### src/rtl/pdm_pkg.sv
package pdm_pkg;

  typedef enum logic [2:0] {
    M_HIGH   = 3'd0,
    M_MED    = 3'd1,
    M_SUB    = 3'd2,
    M_SUBSLP = 3'd3,
    M_WATCH  = 3'd4,
    M_STBY   = 3'd5,
    M_SETTLE = 3'd6
  } pdm_mode_e;

  // strobes from control to datapath
  typedef struct packed {
    logic clrCnt;     // restart the settling counter
    logic latchWake;  // capture settle select and active target
  } pdm_strobe_t;

endpackage

### src/rtl/pdm_dp.sv
module pdm_dp
  import pdm_pkg::*;
#(
  parameter int       LONG_LOG2 = 13,
  parameter logic [2:0] RST_SEL = 3'd7
) (
  input  logic        clk,
  input  logic        rst_n,
  input  pdm_strobe_t stb,
  input  logic [2:0]  settleSel,
  input  logic        midSpeedSel,
  output pdm_mode_e   tgtMode,
  output logic        settleDone
);

  localparam int CNT_W = LONG_LOG2 + 5;

  logic [CNT_W-1:0] cnt;
  logic [CNT_W-1:0] lim;
  logic [2:0]       selQ;

  function automatic logic [CNT_W-1:0] limitOf(input logic [2:0] s);
    logic [CNT_W-1:0] v;
    case (s)
      3'd5:    v = CNT_W'(2);
      3'd6:    v = CNT_W'(8);
      3'd7:    v = CNT_W'(16);
      default: v = CNT_W'(1) << (LONG_LOG2 + 32'(s));
    endcase
    return v;
  endfunction

  always_ff @(posedge clk or negedge rst_n) begin
    if (!rst_n) begin
      selQ    <= RST_SEL;
      tgtMode <= M_HIGH;
    end else if (stb.latchWake) begin
      selQ    <= settleSel;
      tgtMode <= midSpeedSel ? M_MED : M_HIGH;
    end
  end

  // free-running counter, restarted on entry to the wait
  always_ff @(posedge clk or negedge rst_n) begin
    if (!rst_n)          cnt <= '0;
    else if (stb.clrCnt) cnt <= '0;
    else                 cnt <= cnt + 1'b1;
  end

  assign lim        = limitOf(selQ);
  assign settleDone = (cnt == lim - 1'b1);

endmodule

### src/rtl/pdm_ctrl.sv
module pdm_ctrl
  import pdm_pkg::*;
(
  input  logic        clk,
  input  logic        rst_n,
  input  logic        sleepReq,
  input  logic        deepStop,
  input  logic        lowPwrSel,
  input  logic        watchKeep,
  input  logic        intMask,
  input  logic        tmrAIrq,
  input  logic        tmrAIrqEn,
  input  logic        extIrq,
  input  logic        extIrqEn,
  input  logic        settleDone,
  input  pdm_mode_e   tgtMode,
  output pdm_mode_e   mode,
  output logic        wakeExc,
  output pdm_strobe_t stb
);

  pdm_mode_e nxt;
  logic      fromRst, fromRstNxt, pulseNxt;
  logic      wakeAny, wakeExt;

  assign wakeExt = !intMask && extIrq && extIrqEn;
  assign wakeAny = wakeExt || (!intMask && tmrAIrq && tmrAIrqEn);

  always_comb begin
    nxt        = mode;
    stb        = '0;
    pulseNxt   = 1'b0;
    fromRstNxt = fromRst;
    case (mode)
      M_HIGH, M_MED: begin
        if (sleepReq && deepStop) nxt = watchKeep ? M_WATCH : M_STBY;
      end
      M_SUB: begin
        if (sleepReq) begin
          if (!deepStop && lowPwrSel && watchKeep) nxt = M_SUBSLP;
          else if (deepStop && watchKeep)          nxt = M_WATCH;
        end
      end
      M_SUBSLP: begin
        if (wakeAny) begin
          nxt      = M_SUB;
          pulseNxt = 1'b1;
        end
      end
      M_WATCH: begin
        if (wakeAny) begin
          if (lowPwrSel) begin
            nxt      = M_SUB;
            pulseNxt = 1'b1;
          end else begin
            nxt           = M_SETTLE;
            stb.clrCnt    = 1'b1;
            stb.latchWake = 1'b1;
            fromRstNxt    = 1'b0;
          end
        end
      end
      M_STBY: begin
        if (wakeExt) begin
          nxt           = M_SETTLE;
          stb.clrCnt    = 1'b1;
          stb.latchWake = 1'b1;
          fromRstNxt    = 1'b0;
        end
      end
      M_SETTLE: begin
        if (settleDone) begin
          nxt      = tgtMode;
          pulseNxt = !fromRst;
        end
      end
      default: nxt = M_HIGH;
    endcase
  end

  always_ff @(posedge clk or negedge rst_n) begin
    if (!rst_n) begin
      mode    <= M_SETTLE;
      wakeExc <= 1'b0;
      fromRst <= 1'b1;
    end else begin
      mode    <= nxt;
      wakeExc <= pulseNxt;
      fromRst <= fromRstNxt;
    end
  end

endmodule

### src/rtl/pdm_seq.sv
module pdm_seq
  import pdm_pkg::*;
#(
  parameter int         LONG_LOG2 = 13,
  parameter logic [2:0] RST_SEL   = 3'd7
) (
  input  logic       clk,
  input  logic       rst_n,
  input  logic       sleepReq,
  input  logic       deepStop,
  input  logic       lowPwrSel,
  input  logic       midSpeedSel,
  input  logic       watchKeep,
  input  logic [2:0] settleSel,
  input  logic       intMask,
  input  logic       tmrAIrq,
  input  logic       tmrAIrqEn,
  input  logic       extIrq,
  input  logic       extIrqEn,
  output logic       cpuClkEn,
  output logic       periphClkEn,
  output logic       timerAClkEn,
  output logic       stateHold,
  output logic       wakeExc,
  output logic [2:0] modeCode
);

  pdm_strobe_t stb;
  pdm_mode_e   mode, tgtMode;
  logic        settleDone;

  pdm_ctrl u_ctrl (
    .clk(clk), .rst_n(rst_n), .sleepReq(sleepReq), .deepStop(deepStop),
    .lowPwrSel(lowPwrSel), .watchKeep(watchKeep), .intMask(intMask),
    .tmrAIrq(tmrAIrq), .tmrAIrqEn(tmrAIrqEn), .extIrq(extIrq),
    .extIrqEn(extIrqEn), .settleDone(settleDone), .tgtMode(tgtMode),
    .mode(mode), .wakeExc(wakeExc), .stb(stb)
  );

  pdm_dp #(.LONG_LOG2(LONG_LOG2), .RST_SEL(RST_SEL)) u_dp (
    .clk(clk), .rst_n(rst_n), .stb(stb), .settleSel(settleSel),
    .midSpeedSel(midSpeedSel), .tgtMode(tgtMode), .settleDone(settleDone)
  );

  assign cpuClkEn    = mode inside {M_HIGH, M_MED, M_SUB};
  assign periphClkEn = mode inside {M_HIGH, M_MED, M_SUB};
  assign timerAClkEn = mode inside {M_HIGH, M_MED, M_SUB, M_SUBSLP, M_WATCH};
  assign stateHold   = mode inside {M_SUBSLP, M_WATCH, M_STBY, M_SETTLE};
  assign modeCode    = mode;

endmodule

### config.mk
export PLATFORM = sky130hd
export DESIGN_NAME = pdm_seq
export DESIGN_NICKNAME = d
export VERILOG_FILES = /design/src/rtl/pdm_pkg.sv /design/src/rtl/pdm_dp.sv /design/src/rtl/pdm_ctrl.sv /design/src/rtl/pdm_seq.sv
export SDC_FILE = /design/constraint.sdc
export NUM_CORES = 1
export LEC_CHECK = 0
export CORE_MARGIN = 2
export CORE_UTILIZATION = 52
export DETAILED_ROUTE_END_ITERATION = 8
export GPL_TIMING_DRIVEN = 1
export PLACE_DENSITY = 0.77
export SLEW_MARGIN = 15
export SYNTH_ARGS = -nofsm -noshare
export SYNTH_HDL_FRONTEND = slang
export SYNTH_HIERARCHICAL = 1
export SYNTH_SLANG_ARGS = --single-unit
### constraint.sdc
create_clock -name clk -period 4.3 [get_ports clk]
set_input_delay 0.86 -clock clk [delete_from_list [all_inputs] [get_ports clk]]
set_output_delay 0.86 -clock clk [all_outputs]
set_load 0.05 [all_outputs]
# After elaboration in Yosys (flattened, before gate mapping)
# Cells that the tools add are included.
# word_totals
inputBits	15
reg_bits	29
wordCells	75
out_inout_bits	8
# op_classes
add_sub_neg	3
n_reduce_logical	20
shift	1
muxes	27
eq_ne	18
# ops
operator	count
case mux 18 bit (3 select lines)	1
<< shifter 1 x 32 -> 18 bit, first input constant	1
two-way mux 3 bit	9
adder 18 x 1 -> 18 bit, second input constant	1
equality test 18 bit	1
equality test 3 bit, second input constant	6
two-way mux 18 bit	1
case mux 3 bit (6 select lines)	1
subtractor 18 x 1 -> 18 bit, second input constant	1
two-way mux 1 bit	9
logical AND 1 bit	8
inequality test 2 x 1 -> 1 bit, second input constant	4
AND reduction 7 bit	1
equality test 3 x 2 -> 1 bit, second input constant	2
two-way mux 2 bit	3
inequality test 2 bit, second input constant	3
adder 4 x 3 -> 5 bit, first input constant	1
nonzero test 5 bit	1
case mux 2 bit (2 select lines)	1
AND reduction 4 bit	1
nonzero test 4 bit	1
equality test 3 x 1 -> 1 bit, second input constant	1
zero test 1 bit	3
zero test 3 bit	1
7 further kinds	7

# Longest topological paths before layout
# Gate-level depths: netlist of the first run.
# logic_depth
word_depth	7
ltp_mapped	20

# Modules after synthesis
# The synthesis of the first run kept the hierarchy.
# modules_own_cells
module	cells_per_inst	seq_area_each_um2	n_inst	area_each_um2
pdm_dp	204	554.3	1	1779.2
pdm_ctrl	55	128.9	1	431.7
pdm_seq	5	0.0	1	30.0

# Worst setup path before layout of the first run
# Ideal clock, no wire load.
# synth_path
path_kind	register to register
from	register u_dp.selQ[0]
to	register u_ctrl.mode[0]
path_buffers	4
path_stages_with_launch	21
arrival_time_ps	3968
required_ps	4172
setup_slack_ps	204
setup_time_ps	128
path_cell_list	dfstp_2 buf_6 clkbuf_1 nand2_1 inv_1 ha_1 and3b_1 buf_6 o21bai_2 ha_1 clkbuf_1 inv_1 a31o_2 o22ai_1 nor4b_1 o2111ai_1 nor4_2 nand2_1 o311ai_2 o2111ai_1 mux2_1
# synth_via
elab_chain_cells	7
# synth_rtl
item	line_no	text
start: declaration	pdm_dp.sv:20	logic [2:0] selQ;
start signal: assignment	pdm_dp.sv:38	selQ <= settleSel;
adder 4 x 3 -> 5 bit	pdm_dp.sv:28	default: v = CNT_W'(1) << (LONG_LOG2 + 32'(s));
<< shifter 1 x 32 -> 18 bit	pdm_dp.sv:28	
case mux 18 bit (3 select lines) (*)	pdm_dp.sv:24	case (s)
subtractor 18 x 1 -> 18 bit (*)	pdm_dp.sv:51	assign settleDone = (cnt == lim - 1'b1);
equality test 18 bit (*)	pdm_dp.sv:51	
net settleDone	pdm_seq.sv:30	logic settleDone;
inequality test 2 bit (no line) (*)	--	
AND reduction 7 bit (no line) (*)	--	
end signal: assignment	pdm_ctrl.sv:87	mode <= nxt;
end: declaration	pdm_ctrl.sv:17	output pdm_mode_e mode,
# Mark *: on every way through the listed nets, which the timed path passes. The rest lies on a longest branch.
# A chain may end at the register's enable or synchronous reset.

# Worst setup path in the final report of the first run
# layout_path
from	register u_dp.selQ[2]
to	register u_ctrl.mode[0]
# The elaborated chain is that of the path after synthesis.

==> results of run 1 <==
path summary, 6_finish.rpt:
kind | start | end | slack [ns] | depth (start not counted)
setup / recovery | u_dp/selQ[2]$_DFFE_PN1P_ | u_ctrl/mode[0]$_DFFE_PN0P_ | 0.39 | 15
hold / removal | u_ctrl/fromRst$_DFFE_PN1P_ | u_ctrl/fromRst$_DFFE_PN1P_ | 0.46 | 1
setup reg to reg | u_dp/selQ[2]$_DFFE_PN1P_ | u_ctrl/mode[0]$_DFFE_PN0P_ | 0.39 | 15
hold reg to reg | u_ctrl/fromRst$_DFFE_PN1P_ | u_ctrl/fromRst$_DFFE_PN1P_ | 0.46 | 1
max in group asynchronous | rst_n | u_ctrl/mode[2]$_DFFE_PN1P_ | 3.05 | 2
min in group asynchronous | rst_n | u_dp/cnt[16]$_DFF_PN0_ | 0.95 | 2
flip-flops by register name (all words and copies together) (netlist names):
signal          flops
u_ctrl/wakeExc      1
u_dp/cnt           18
u_ctrl/fromRst      1
u_dp/selQ           3
u_dp/tgtMode        1
u_ctrl/mode         3
power by group through the flow:
stage | clock network, mW | registers [mW] | logic (mW)
final | 0.147 | 0.515 | 1.24
after global routing | 0.159 | 0.536 | 1.36
after CTS | 0.152 | 0.513 | 1.23
after detailed placement | 0 | 0.517 | 1.22
after global placement | 0 | 0.516 | 1.22
after floorplan | 0 | 0.490 | 0.999
metal layers:
layer / vias to the layer above / track usage [%] / share of wire [%]
li1: 981 / - / -
met1: 915 / 32.2 / 49
met2: 49 / 32.2 / 46
met3: 4 / 2.62 / 4.6
met4: 0 / 6.41 / 1.1
met5: - / 0 / 0
cell usage in the layout (no fill, tap or decap), drive strengths merged, types with 4 or more instances in the layout:
cell,instances
buf,4
dfrtp,21
nand3,12
nand3b,5
ha,4
nor4,8
mux2,5
nand4,5
nor2,29
nand2,22
inv,9
clkdlybuf4s50,22
and3,7
nor3,5
xnor2,12
xor2,14
o21ai,12
dfstp,6
a21oi,11
clkbuf,4
through the flow:
| stage | util, % | hold WS [ns] | cell area [um2] | setup WS (ns) |
|---|---|---|---|---|
| 4_1_cts | 61.3 | 0.463 | 2500 | 0.306 |
| 2_1_floorplan | - | 0.441 | 2240 | 0.204 |
| 5_1_grt | 61.4 | 0.471 | 2510 | 0.0741 |
| 3_5_place_dp | 60.2 | 0.449 | 2460 | 0.308 |
| 6_report | 61.4 | 0.460 | 2510 | 0.395 |
| 3_3_place_gp | 60.2 | 0.446 | 2460 | 0.466 |
worst max-delay path, delay by kind of cell, from the launching register on:
kind | cells | cell delay (ns)
AOI/OAI and AO/OA | 6 | 1.05
adders and majority gates | 2 | 0.68
buffers and inverters | 2 | 0.20
DFF | 1 | 0.67
muxes | 1 | 0.33
and+or+nand+nor | 4 | 0.87
layout make-up:
cell class / instances / area share (%)
well taps: 50 / 2.50
clock buffers: 4 / 1.80
multi-input cells: 211 / 57.0
flip-flops and latches: 27 / 27.2
repair buffers: 26 / 9.98
inverters: 10 / 1.50
kinds of logic after synthesis:
family	after synthesis	synth area share, %
XOR/XNOR	27	11.2
adder cells (fa/ha/maj)	4	2.23
buffers and inverters	27	6.03
flip-flops	27	30.5
AO/OA/AOI/OAI	54	16.8
other	1	0.167
multiplexers	7	3.41
AND/OR/NAND/NOR	117	29.7
==> results.py, run 1 <==
metrics = {
    "status": {
        "outcome": "completed",
    },
    "final_layout": {
        "area_growth_pct": 11.9,
        "fill_cells": 365,
        "drive_gt1_share_pct": 10.8,
        "ff_latch_area_um2": 683,
        "stdcell_count": 328,
        "antennaDiodeCount": 0,
        "multi_input_area_um2": 1430,
        "nNetsFinal": 298,
    },
    "clocking": {
        "cts_resized": 0,
        "clkTransAtPathRegs_ns": 0.09,
        "post_cts_buffers": 0,
        "ctsHoldBuffers": 0,
        "root_buffer": "clkbuf_8",
        "cts.sinks": 27,
        "numCtsBuffers": 3,
        "cts_tree": "yes",
        "clock_path_buffers": 2,
        "cts-htree-levels": 1,
        "clock_latency_ns": 0.27,
    },
    "worst_setup_path": {
        "max_stage_delay_ns": 0.67,
        "critPathCaptureType": "register",
        "path_cells": "inv_1 -> ha_1 -> and3b_1 -> o21bai_2 -> ha_2 -> inv_1 -> a31o_2 -> o22ai_1 -> nor4b_1 -> o2111ai_1 -> nor4_2 -> nand2_1 -> o311ai_2 -> o2111ai_1 -> mux2_1",
        "cp_max_fo": 14,
        "cpMaxStageDelayCell": "dfstp_2",
        "path_class": "register to register",
        "required_ns": 4.47,
        "crit_arrival_ns": 4.07,
        "cp-start-kind": "register",
    },
    "logic_synthesis": {
        "synth_edf_count": 0,
        "netlist_top_cells_area": "dfrtp_1 23%, dfstp_2 7.0%, xor2_1 5.5%, nor2_1 4.9%, xnor2_1 4.7%",
        "synthArstFlopShare_pct": 100,
        "ys_warn_count": 6,
        "synth_cell_types": 68,
        "synth-seq-cells": 27,
        "synth.largest_area_cell": "dfrtp_1",
        "yosysMostFrequentCell": "nor2_1",
        "seq_area_frac_synth_pct": 30.5,
        "yosysTopAreaCellShare_pct": 23.5,
        "synth_area_um2": 2240,
        "syn_inst": 264,
        "synth_common_cells": "29 x nor2_1, 22 x nand2_1, 21 x dfrtp_1",
        "ys.flop_type": "dfrtp_1",
        "synth_area_per_cell_um2": 8.49,
    },
    "routing": {
        "vias": 1949,
        "drtAntennaViolNets": 0,
        "drt_iter0_drc": 190,
        "wl_per_cell_um": 15.2,
        "first_pass_iters": 4,
        "drc": 0,
        "routed_wl_mm": 4.97,
        "viasPerCell": 5.94,
    },
    "placement": {
        "gp_congestion": 0.931,
        "portBuffers": 22,
        "placed_cells": 324,
        "dp_hpwl_mm": 3.67,
    },
    "worst_hold_path": {
        "hold_path_class": "register to register",
    },
    "floorplanning": {
        "die_y_um": 69.6,
        "die_area_um2": 4850,
        "rows": 23,
        "initial_core_util_pct": 54.8,
        "core_area_um2": 4090,
        "fp.dieW_um": 69.6,
        "ioPinCount": 23,
    },
    "power": {
        "totalPowerFinal_mw": 1.90,
        "power.internal_mw": 0.964,
        "switchingPower_mw": 0.940,
        "pwr-share-clk_pct": 7.7,
        "power_frac_seq_pct": 27.1,
        "p_per_area_nw_per_um2": 759,
        "switching_share_pct": 49.4,
        "power_frac_comb_pct": 65.2,
        "p_leak_nw": 1.02,
        "ir_worst_vdd_uv": 552,
    },
    "sta": {
        "finalHoldViolCount": 0,
        "clock_skew_ns": 0.00263,
        "slew_headroom_pct": 64.3,
        "fin_setup_tns_ns": 0,
        "period_share_pct": 90.8,
        "timing.fmax_mhz": 256,
        "rsz0062_at_grt": "no",
        "setup_viol": 0,
        "tightest_slew_ns": 0.531,
        "finalMaxSlewViolations": 0,
        "period_needed_ns": 3.91,
    },
    "global_routing": {
        "grt_max_degree": 28,
        "antenna_found_initial": 0,
        "grt_first_pass_wirelength_mm": 8.43,
        "grt_overflow_total": 0,
        "grt_use_total_pct": 21.4,
        "grt_pass1_vias": 1732,
    },
    "job": {
        "drv_cap": 0,
    },
}
No activity file was read; power rests on OpenSTA's default activity.
==> run 2: changes to the inputs <==
Settings changed: PLACE_DENSITY 0.77 to 0.83, SLEW_MARGIN 15 to 25.
==> results.py, run 2 (synthesis gave the netlist of run 1 again) <==
metrics = {
    "global_routing": {
        "grt_pass1_vias": 1924,
        "grt_first_pass_wirelength_mm": 8.46,
        "grt_overflow_total": 0,
        "grt_max_degree": 26,
        "antenna_found_initial": 0,
        "grt_use_total_pct": 20.7,
    },
    "placement": {
        "portBuffers": 22,
        "gp_congestion": 0.979,
        "placed_cells": 323,
        "dp_hpwl_mm": 3.80,
    },
    "floorplanning": {
        "fp.dieW_um": 69.6,
        "die_y_um": 69.6,
        "core_area_um2": 4090,
        "initial_core_util_pct": 54.8,
        "ioPinCount": 23,
        "die_area_um2": 4850,
        "rows": 23,
    },
    "final_layout": {
        "mostFrequentLayoutCell": "nor2_1",
        "layout_common_cells": "29 x nor2_1, 22 x nand2_1, 21 x clkdlybuf4s50_1, 21 x dfrtp_1, 14 x xor2_1",
        "stdcell_count": 327,
        "fill_cells": 360,
        "fin_util_pct": 61.5,
        "largest_reg_flops": 18,
        "top_regs": "u_dp/cnt: 18 flops, u_ctrl/mode: 3 flops, u_dp/selQ: 3 flops",
        "antennaDiodeCount": 0,
        "drive_gt1_share_pct": 11.2,
        "largest-register": "u_dp/cnt",
        "nNetsFinal": 297,
        "area_growth_pct": 12.1,
    },
    "worst_setup_path": {
        "required_ns": 4.45,
        "max_stage_delay_ns": 0.73,
        "path_class": "register to register",
        "worstReg2RegEnd": "u_ctrl/mode[0]$_DFFE_PN0P_",
        "ff2ff_setup_slack_ns": 0.25,
        "cp_max_fo": 15,
        "critPathCaptureType": "register",
        "cp_top_family": "compound AO/OA/AOI/OAI gates",
        "reg2reg_from": "u_dp/selQ[1]$_DFFE_PN1P_",
        "path_buf_inv": 2,
        "crit_arrival_ns": 4.20,
        "cp-start-kind": "register",
        "r2r_cells": 16,
        "path_cells": "nand2_1 -> inv_1 -> ha_1 -> and3b_1 -> o21bai_2 -> ha_4 -> inv_1 -> a31o_2 -> o22ai_1 -> nor4b_1 -> o2111ai_1 -> nor4_2 -> nand2_1 -> o311ai_2 -> o2111ai_1 -> mux2_1",
        "cpMaxStageDelayCell": "dfstp_4",
    },
    "clocking": {
        "clock_latency_ns": 0.26,
        "root_buffer": "clkbuf_8",
        "post_cts_buffers": 0,
        "numCtsBuffers": 3,
        "cts.sinks": 27,
        "cts_tree": "yes",
        "ctsHoldBuffers": 0,
        "clock_path_buffers": 2,
        "cts-htree-levels": 1,
        "clkTransAtPathRegs_ns": 0.09,
    },
    "routing": {
        "wl_per_cell_um": 15.2,
        "drtAntennaViolNets": 0,
        "vias": 1988,
        "routed_wl_mm": 4.98,
        "viasPerCell": 6.08,
        "first_pass_iters": 4,
        "drc": 0,
        "drt_iter0_drc": 157,
    },
    "sta": {
        "slew_headroom_pct": 51.7,
        "setup_viol": 0,
        "period_needed_ns": 4.05,
        "clock_skew_ns": 0.000997,
        "hold_slack_ns": 0.466,
        "finalMaxSlewViolations": 0,
        "timing.fmax_mhz": 247,
        "tightest_slew_ns": 0.722,
        "finalHoldViolCount": 0,
        "period_share_pct": 94.2,
    },
    "worst_hold_path": {
        "hold_path_class": "register to register",
        "holdPathEnd": "u_ctrl/fromRst$_DFFE_PN1P_",
        "hp-start": "u_ctrl/fromRst$_DFFE_PN1P_",
        "whs_path_depth": 1,
    },
    "power": {
        "p_leak_nw": 1.02,
        "p_per_area_nw_per_um2": 762,
        "ir_worst_vdd_uv": 546,
        "totalPowerFinal_mw": 1.91,
    },
    "status": {
        "outcome": "completed",
    },
    "job": {
        "drv_cap": 0,
    },
}
run 2: changes by cell type in the layout (fill, tap and decap cells not counted), sizes merged:
cell           previous run  this run
clkdlybuf4s50            22        21
run 2: stage by stage:
stage | cell area, um2 | TNS (ns) | setup slack [ns]
floorplan | 2240 | 0 | 0.204
CTS | 2490 | 0 | 0.102
detailed placement | 2450 | 0 | 0.134
global route | 2510 | -0.0115 | -0.0115
finish | 2510 | 0 | 0.251
global placement | 2450 | 0 | 0.352
run 2: report_power, final:
| part | switching, mW | internal [mW] | total (mW) |
|---|---|---|---|
| clock network | 0.0747 | 0.0663 | 0.141 |
| logic | 0.689 | 0.544 | 1.23 |
| registers | 0.176 | 0.364 | 0.540 |
run 2: how the worst max path moves through the flow:
stage,start,to,slack (ns),depth (start not counted)
finish,u_dp/selQ[1]$_DFFE_PN1P_,u_ctrl/mode[0]$_DFFE_PN0P_,0.25,16
CTS,u_dp/selQ[1]$_DFFE_PN1P_,u_ctrl/mode[0]$_DFFE_PN0P_,0.10,16
floorplan,u_dp/selQ[0]$_DFFE_PN1P_,u_ctrl/mode[0]$_DFFE_PN0P_,0.20,20
detailed placement,u_dp/selQ[1]$_DFFE_PN1P_,u_ctrl/mode[0]$_DFFE_PN0P_,0.13,16
global route,u_dp/selQ[1]$_DFFE_PN1P_,u_ctrl/mode[0]$_DFFE_PN0P_,-0.01,16
global placement,u_dp/selQ[1]$_DFFE_PN1P_,u_ctrl/mode[0]$_DFFE_PN0P_,0.35,15
run 2: cell type report:
cell class	instances	area, um2	share of cell area, %
Sequential cell	27	687	27.4
Multi-Input combinational cell	211	1440	57.4
Inverter	10	37.5	1.49
Timing Repair Buffer	25	238	9.47
Clock buffer	4	45.0	1.79
Tap cell	50	62.6	2.49
run 2: repair_timing:
item	4_1_cts	5_1_grt
hold endpoints to repair	0	0
resized for setup	0	4
setup endpoints to repair	0	1
run 2: per-layer routing:
metal  vias to the layer above  wire length [um]  track usage [%]
li1                        977                 -                -
met1                       961              2360             26.9
met2                        46              2450             36.2
met3                         4               127             1.89
met4                         0                48             7.05
met5                         -                 0                0
==> run 3: changes to the inputs <==
Settings changed: CAP_MARGIN set to 10, PLACE_DENSITY 0.83 to 0.77.
==> results of run 3 <==
No change in the layout: final DEF, timing and power equal those of run 1.
